`config.mk`:
```
export PLATFORM = sky130hd
export DESIGN_NAME = spi_cs_decoder
export DESIGN_NICKNAME = d
export VERILOG_FILES = /design/src/rtl/spi_cs_decoder.sv
export SDC_FILE = /design/constraint.sdc
export NUM_CORES = 1
export LEC_CHECK = 0
export ABC_CLOCK_PERIOD_IN_PS = 900
export BUFFER_PORTS_ARGS = -buffer_cell sky130_fd_sc_hd__buf_2
export CAP_MARGIN = 20
export CORE_AREA = 4 4 41 43
export CTS_CLUSTER_SIZE = 30
export DETAILED_ROUTE_END_ITERATION = 10
export DIE_AREA = 0 0 45 47
export PLACE_DENSITY = 0.75
export SLEW_MARGIN = 10
export SYNTH_ARGS = -nofsm -noshare
export SYNTH_HDL_FRONTEND = slang
export SYNTH_SLANG_ARGS = --single-unit
```
`constraint.sdc`:
```
create_clock -name clk -period 0.9 [get_ports clk]
set_clock_uncertainty 0.1 [all_clocks]
set_input_delay 0.045 -clock clk [delete_from_list [all_inputs] [get_ports clk]]
set_output_delay 0.045 -clock clk [all_outputs]
set_load 0.005 [all_outputs]
```
`src/rtl/spi_cs_decoder.sv`:
```
module spi_cs_decoder #(
  parameter int CS_W = 4,
  localparam int IDX_W = $clog2(CS_W)
) (
  input  logic             clk,
  input  logic             rst_n,
  input  logic             master_en,
  input  logic             decode_en,
  input  logic             variable_sel,
  input  logic [CS_W-1:0]  mode_code,
  input  logic [CS_W-1:0]  word_code,
  input  logic             xfer_start,
  input  logic             xfer_end,
  input  logic             csaat,
  input  logic             mfault_dis,
  input  logic             cs_in0,
  output logic [CS_W-1:0]  cs_n,
  output logic [IDX_W-1:0] cfg_idx,
  output logic             mode_fault
);

  logic [CS_W-1:0]  code;
  logic [CS_W-1:0]  onehot_n;
  logic [IDX_W-1:0] low_idx;
  logic             accept;

  assign code   = variable_sel ? word_code : mode_code;
  assign accept = xfer_start && (code != '1);

  always_comb begin
    onehot_n = '1;
    low_idx  = '0;
    for (int i = CS_W - 1; i >= 0; i--) begin
      if (!code[i]) begin
        onehot_n    = '1;
        onehot_n[i] = 1'b0;
        low_idx     = i[IDX_W-1:0];
      end
    end
  end

  always_ff @(posedge clk or negedge rst_n) begin
    if (!rst_n) begin
      cs_n       <= '1;
      cfg_idx    <= '0;
      mode_fault <= 1'b0;
    end else begin
      if (accept) begin
        cs_n    <= decode_en ? code : onehot_n;
        cfg_idx <= decode_en ? code[CS_W-1 -: IDX_W] : low_idx;
      end else if (xfer_end && !csaat) begin
        cs_n <= '1;
      end
      mode_fault <= master_en && !mfault_dis && !csaat && !cs_in0;
    end
  end

endmodule


```
**Word level (Yosys, flattened, before mapping)**

Index checks and enable logic that the tools add are counted.

- Add/sub/neg operators: 0
- Reductions and logical operators: 9
- $lt $le $gt $ge: 0
- Div/mod/pow operators: 0
- Shifts and indexed selects: 0
- Eq/ne operators: 1
- Multipliers: 0
- Bitwise operators: 0
- Mux-type cells: 13

Operator list:

| operator | count |
|---|---|
| 2-to-1 mux 4 bit | 8 |
| 2-to-1 mux 2 bit | 5 |
| logical AND 1 bit | 5 |
| inequality test 4 bit (second input constant) | 1 |
| zero test 1 bit | 3 |
| nonzero test 2 bit | 1 |

- Output and inout port bits: 7
- Input port bits: 18
- Flip-flop bits (word level): 7
- Memory bits (read-only): 0
- Bits in latches: 0
- Memory bits (writable): 0
- Memories: 0

**Depth between registers and ports, before layout**

- Depth after elaboration: 7
- Gate-level depth with buffers: 5

**Least setup slack after synthesis**

Ideal clock, no wire load.

- Path kind: input -> register
- From: in variable_sel
- To: reg cfg_idx[0]
- Setup slack: -0.232 ns
- Arrival: 0.907 ns
- Data required time: 0.675 ns
- Cell stages on the path: 4
- Setup time: 0.125 ns
- Buffers on the path: 1
- Cells stage by stage: buf_6 -> a32o_2 -> a21oi_4 -> mux2_4

- Word-level cells in the longest chain between the ends: 6
- Elaborated cells between the ends (all ways): 8
- Those cells by class: eq/ne (1); mux (6); reduce/logical (1)

Ends and longest elaborated chain:

| what | RTL line | RTL |
|---|---|---|
| start: declaration | 9 | `input logic variable_sel,` |
| 2-to-1 mux 4 bit (*) | 27 | `assign code = variable_sel ? word_code : mode_code;` |
| 2-to-1 mux 2 bit (4 in a row) | 34 | `if (!code[i]) begin` |
| 2-to-1 mux 2 bit | 50 | `cfg_idx <= decode_en ? code[CS_W-1 -: IDX_W] : low_idx;` |
| end signal: assignment | 50 |  |
| end: declaration | 18 | `output logic [IDX_W-1:0] cfg_idx,` |

Mark *: on every way between the ends. The rest lies on a longest branch, timed or not.
A chain may end at the register's enable or synchronous reset.

**Final worst setup path**

- From: reg cs_n[1]
- To: out cs_n[1]

RTL lines:

| what | RTL line | RTL |
|---|---|---|
| start: declaration | 17 | `output logic [CS_W-1:0] cs_n,` |
| start signal: assignment | 49 | `cs_n <= decode_en ? code : onehot_n;` |

No word-level cell between the ends.

==> impl.org <==
** Drt
- Summed over all layers, the routed wires come to about 1500 um.
- Via density :: about 5.0
- WL/cell :: roughly 13 um
- After detailed routing, the number of remaining DRC violations is 0.
- The first detailed-routing pass took 3 iterations.
- Detailed routing inserted a total of ~550 vias.
- Number of nets with antenna violations after detailed routing :: 0
- Number of design-rule violations left by the first detailed-router iteration :: 6

** Timing
- Once routing completed, OpenROAD measured the worst setup slack at -125 ps.
- Setup violations remaining at the end of the flow were counted as 8.
- Final Cycle Share :: 114%
- Normalized max-slew margin :: about 83%
- For the pin with the worst max-slew slack, the measured transition is roughly 260 ps.
- Unrepaired setup endpoints after global routing :: true
- Timing would allow up to just under 1000 MHz.
- Time the worst path needs with I/O delays and setup :: between 1000 and 1500 ps
- The number of slew-limit violations in the final report came to 0.
- Final Hold Vio Count :: 1
- Final hold analysis gives a worst-case slack of -124 ps.

** Worst hold path
- Along the worst hold path, the cell count comes to 2.
- Hold/Removal Path Class :: in2reg
- End point of the worst hold path :: mode_fault
- The startpoint identified for the worst hold timing path is mfault_dis.

** Synth
- The synthesized design devotes to its leading area cell type roughly 22% of total area.
- Number of distinct standard cells referenced by the synthesized netlist :: 25
- Post-synthesis average cell area :: 9.96 um^2
- The cell count after synthesis came out at 48.
- Fraction of the yosys area taken by sequential cells :: between 30% and 40%
- Number of flip-flops and latches in the synthesized netlist :: 7
- The synthesized design spends more area on one cell type than any other, namely sky130_fd_sc_hd__dfstp_2.
- Area of the mapped netlist :: roughly 480 um^2
- Synth top area cells :: sky130_fd_sc_hd__dfstp_2, sky130_fd_sc_hd__dfrtp_1, sky130_fd_sc_hd__o211ai_1, sky130_fd_sc_hd__mux2i_1, sky130_fd_sc_hd__o31a_2
- Yosys printed 0 warnings.
- The number of nets in the synthesized netlist is between 60 and 70.

** Global routing
- Entering global routing, the biggest net connects 8 pins.
- Antenna violations before repair :: 0
- Global routing finished with a remaining overflow of 0.
- Number of global-route vias before repair :: between 500 and 600
- Wire length of the first global-routing pass :: 2390 um
- Global routing consumed, over all layers together, between 10% and 20% of the routing resources.

** Floorplan
- The initialized floorplan defines 13 standard-cell rows.
- Chip Height :: approximately 47 um
- Area of the die :: roughly 2100 um^2
- Placeable core area :: about 1300 um^2
- Die Width :: between 40 and 50 um
- Number of top-level pins :: 25
- Once the floorplan was initialized, standard cells occupied a little under two fifths of the core.

** Clocking
- TritonCTS created 3 clock buffers.
- CTS built an H-tree with a depth of 1.
- The root buffer cell chosen for the clock tree is sky130_fd_sc_hd__clkbuf_4.
- Maximum number of buffers from clock root to sink :: 2
- Number of hold buffers added after CTS :: 2
- Clock tree from TritonCTS :: built
- Clock-pin slew was measured on the worst setup and hold paths at roughly 40 ps.
- For the worst-skew pair, the clock arrives at the later sink with an insertion delay of around 250 ps.
- The clock net in this run drives a total of 7 sinks.

** Setup path
- Crit-path slowest cell :: sky130_fd_sc_hd__dfstp_2
- The number of buffers and inverters on the critical path is 1.
- Crit path cell chain :: buf_2
- Crit path max fanout :: 2
- For flop-to-flop paths, the worst setup slack is 20 ps.
- Top cell family by delay on the critical path :: flip-flops
- The worst register-to-register path ends at cs_n[3].
- STA classifies the critical path startpoint as a flop.
- For this run, the slowest stage of the critical path takes 530 ps.
- For the worst setup path, the data arrival time is roughly 880 ps.
- Kind of critical path :: reg2out
- WP data required :: around 750 ps
- For the worst flop-to-flop path, the logic depth is 1.
- Reg-to-reg critical path startpoint :: cs_n[3]
- Type of destination of the critical path :: primary output

** Power and ir drop
- Dividing total power by cell area gives a power density of roughly 1100 nW/um^2.
- Peak ir drop on the vdd network :: ~0.93 mV
- The analysis attributes to cell leakage a power of 0.434 nW.

** Cells and area
- The finished cells cover approximately 900 um^2.
- Layout net count :: between 100 and 150
- Cells with a size suffix above 1 make up 69.8% of the layout.
- Reg area :: ~180 um^2
- Area growth from synthesis to layout :: 92.1%
- Diode insertion count for antenna repair :: 0
- Summing all multi-input logic gate instances after layout gives 344 um^2.
- For this run, the number of standard cells in the final layout without fillers is between 100 and 150.
- The layout has roughly 120 filler cells.

** Placed design
- Final HPWL DP :: between 1000 and 1500 um
- Cell count after placement :: 104
- Total cell area at the placement stage :: 778 um^2
- At the end of routability-driven placement, the weighted congestion stood at 0.851.
- In this run the tool buffered the top-level ports with 24 buffer cells.

** Outcome
- The flow ran to the end, but the final reports show violations.
- Violations in the final reports :: negative hold slack, negative setup slack

** Job
- Number of max-cap violations :: 0
-- state kept, by name (all words and copies together), names as in the netlist --
signal      count
mode_fault      1
cfg_idx         2
cs_n            4
-- routing by layer --
metal | wire length [um] | GRT usage, %
met1 | 531 | 17.9
met2 | 740 | 27.4
met3 | 134 | 3.83
met4 | 51 | 14.0
met5 | 0 | 0
-- placed cells by master, fill, tap and decap left out, drive strengths merged, types with 3 or more instances in the layout --
cell / n
o211ai: 4
dfrtp: 3
buf: 44
nand2: 5
dfstp: 4
a21oi: 4
clkbuf: 4
-- power breakdown --
part	internal [mW]	switching, mW
clock network	0.168	0.102
registers	0.365	0.0213
logic	0.230	0.156
-- cells in the mapped netlist --
cell and number:
sky130_fd_sc_hd__o21ai_0 1, sky130_fd_sc_hd__nand2b_1 1, sky130_fd_sc_hd__nand2_1 5, sky130_fd_sc_hd__dfstp_2 4, sky130_fd_sc_hd__a21oi_1 3, sky130_fd_sc_hd__dfrtp_1 3, sky130_fd_sc_hd__mux2_2 1, sky130_fd_sc_hd__a32o_2 1
sky130_fd_sc_hd__buf_6 1, sky130_fd_sc_hd__clkbuf_1 1, sky130_fd_sc_hd__mux2i_1 2, sky130_fd_sc_hd__nor2b_1 2, sky130_fd_sc_hd__nor2_1 2, sky130_fd_sc_hd__nand3_1 1, sky130_fd_sc_hd__o211ai_1 4, sky130_fd_sc_hd__a31oi_1 2
sky130_fd_sc_hd__a21oi_4 1, sky130_fd_sc_hd__mux2_4 1, sky130_fd_sc_hd__o21ai_1 1, sky130_fd_sc_hd__o31a_2 2, sky130_fd_sc_hd__inv_1 2, sky130_fd_sc_hd__a21o_2 1, sky130_fd_sc_hd__nor4b_1 2, sky130_fd_sc_hd__o32a_1 2
sky130_fd_sc_hd__o2111ai_1 2
-- cell families after synthesis --
group	share of synthesized area, %
AND/OR/NAND/NOR	14.1
AO/OA/AOI/OAI	33.8
multiplexers	9.68
flip-flops	37.7
buffers and inverters	4.71
-- worst max-delay path by stage --
stage	start	end	slack, ps	cells past startpoint
3_5_place_dp	variable_sel	cfg_idx[0]	-440	6
6_report	cs_n[1]	cs_n[1]	-120	1
3_3_place_gp	variable_sel	cfg_idx[0]	-390	5
5_1_grt	cs_n[0]	cs_n[0]	-160	1
2_1_floorplan	variable_sel	cfg_idx[0]	-200	4
4_1_cts	variable_sel	cfg_idx[0]	-140	5
-- final cells by class --
class,instances,area share (%)
sequential,7,19.6
multi-input combinational,37,37.5
timing repair buffer,46,37.2
tap,15,2.04
clock buffer,4,2.86
inverter,2,0.817
-- stage by stage --
stage | hold slack (ps) | power, mW | setup WS (ps) | setup TNS (ps) | utilization [%]
2_1_floorplan | -351 | 0.526 | -203 | -209 | -
3_3_place_gp | -219 | 0.705 | -390 | -1900 | 59.8
3_5_place_dp | -222 | 0.713 | -437 | -2110 | 59.8
4_1_cts | -158 | 1.03 | -145 | -779 | 66.2
5_1_grt | -129 | 1.12 | -158 | -911 | 70.6
6_report | -124 | 1.04 | -125 | -628 | 70.6
-- what timing repair did --
| action | 4_1_cts | 5_1_grt |
|---|---|---|
| hold endpoints to repair | 8 | 1 |
| setup endpoints to repair | 12 | 14 |
| buffers inserted | 1 | 0 |
| pin swaps | 3 | 4 |
| gates resized for setup | 6 | 12 |
Note: power is estimated with default switching activity, not from simulation.
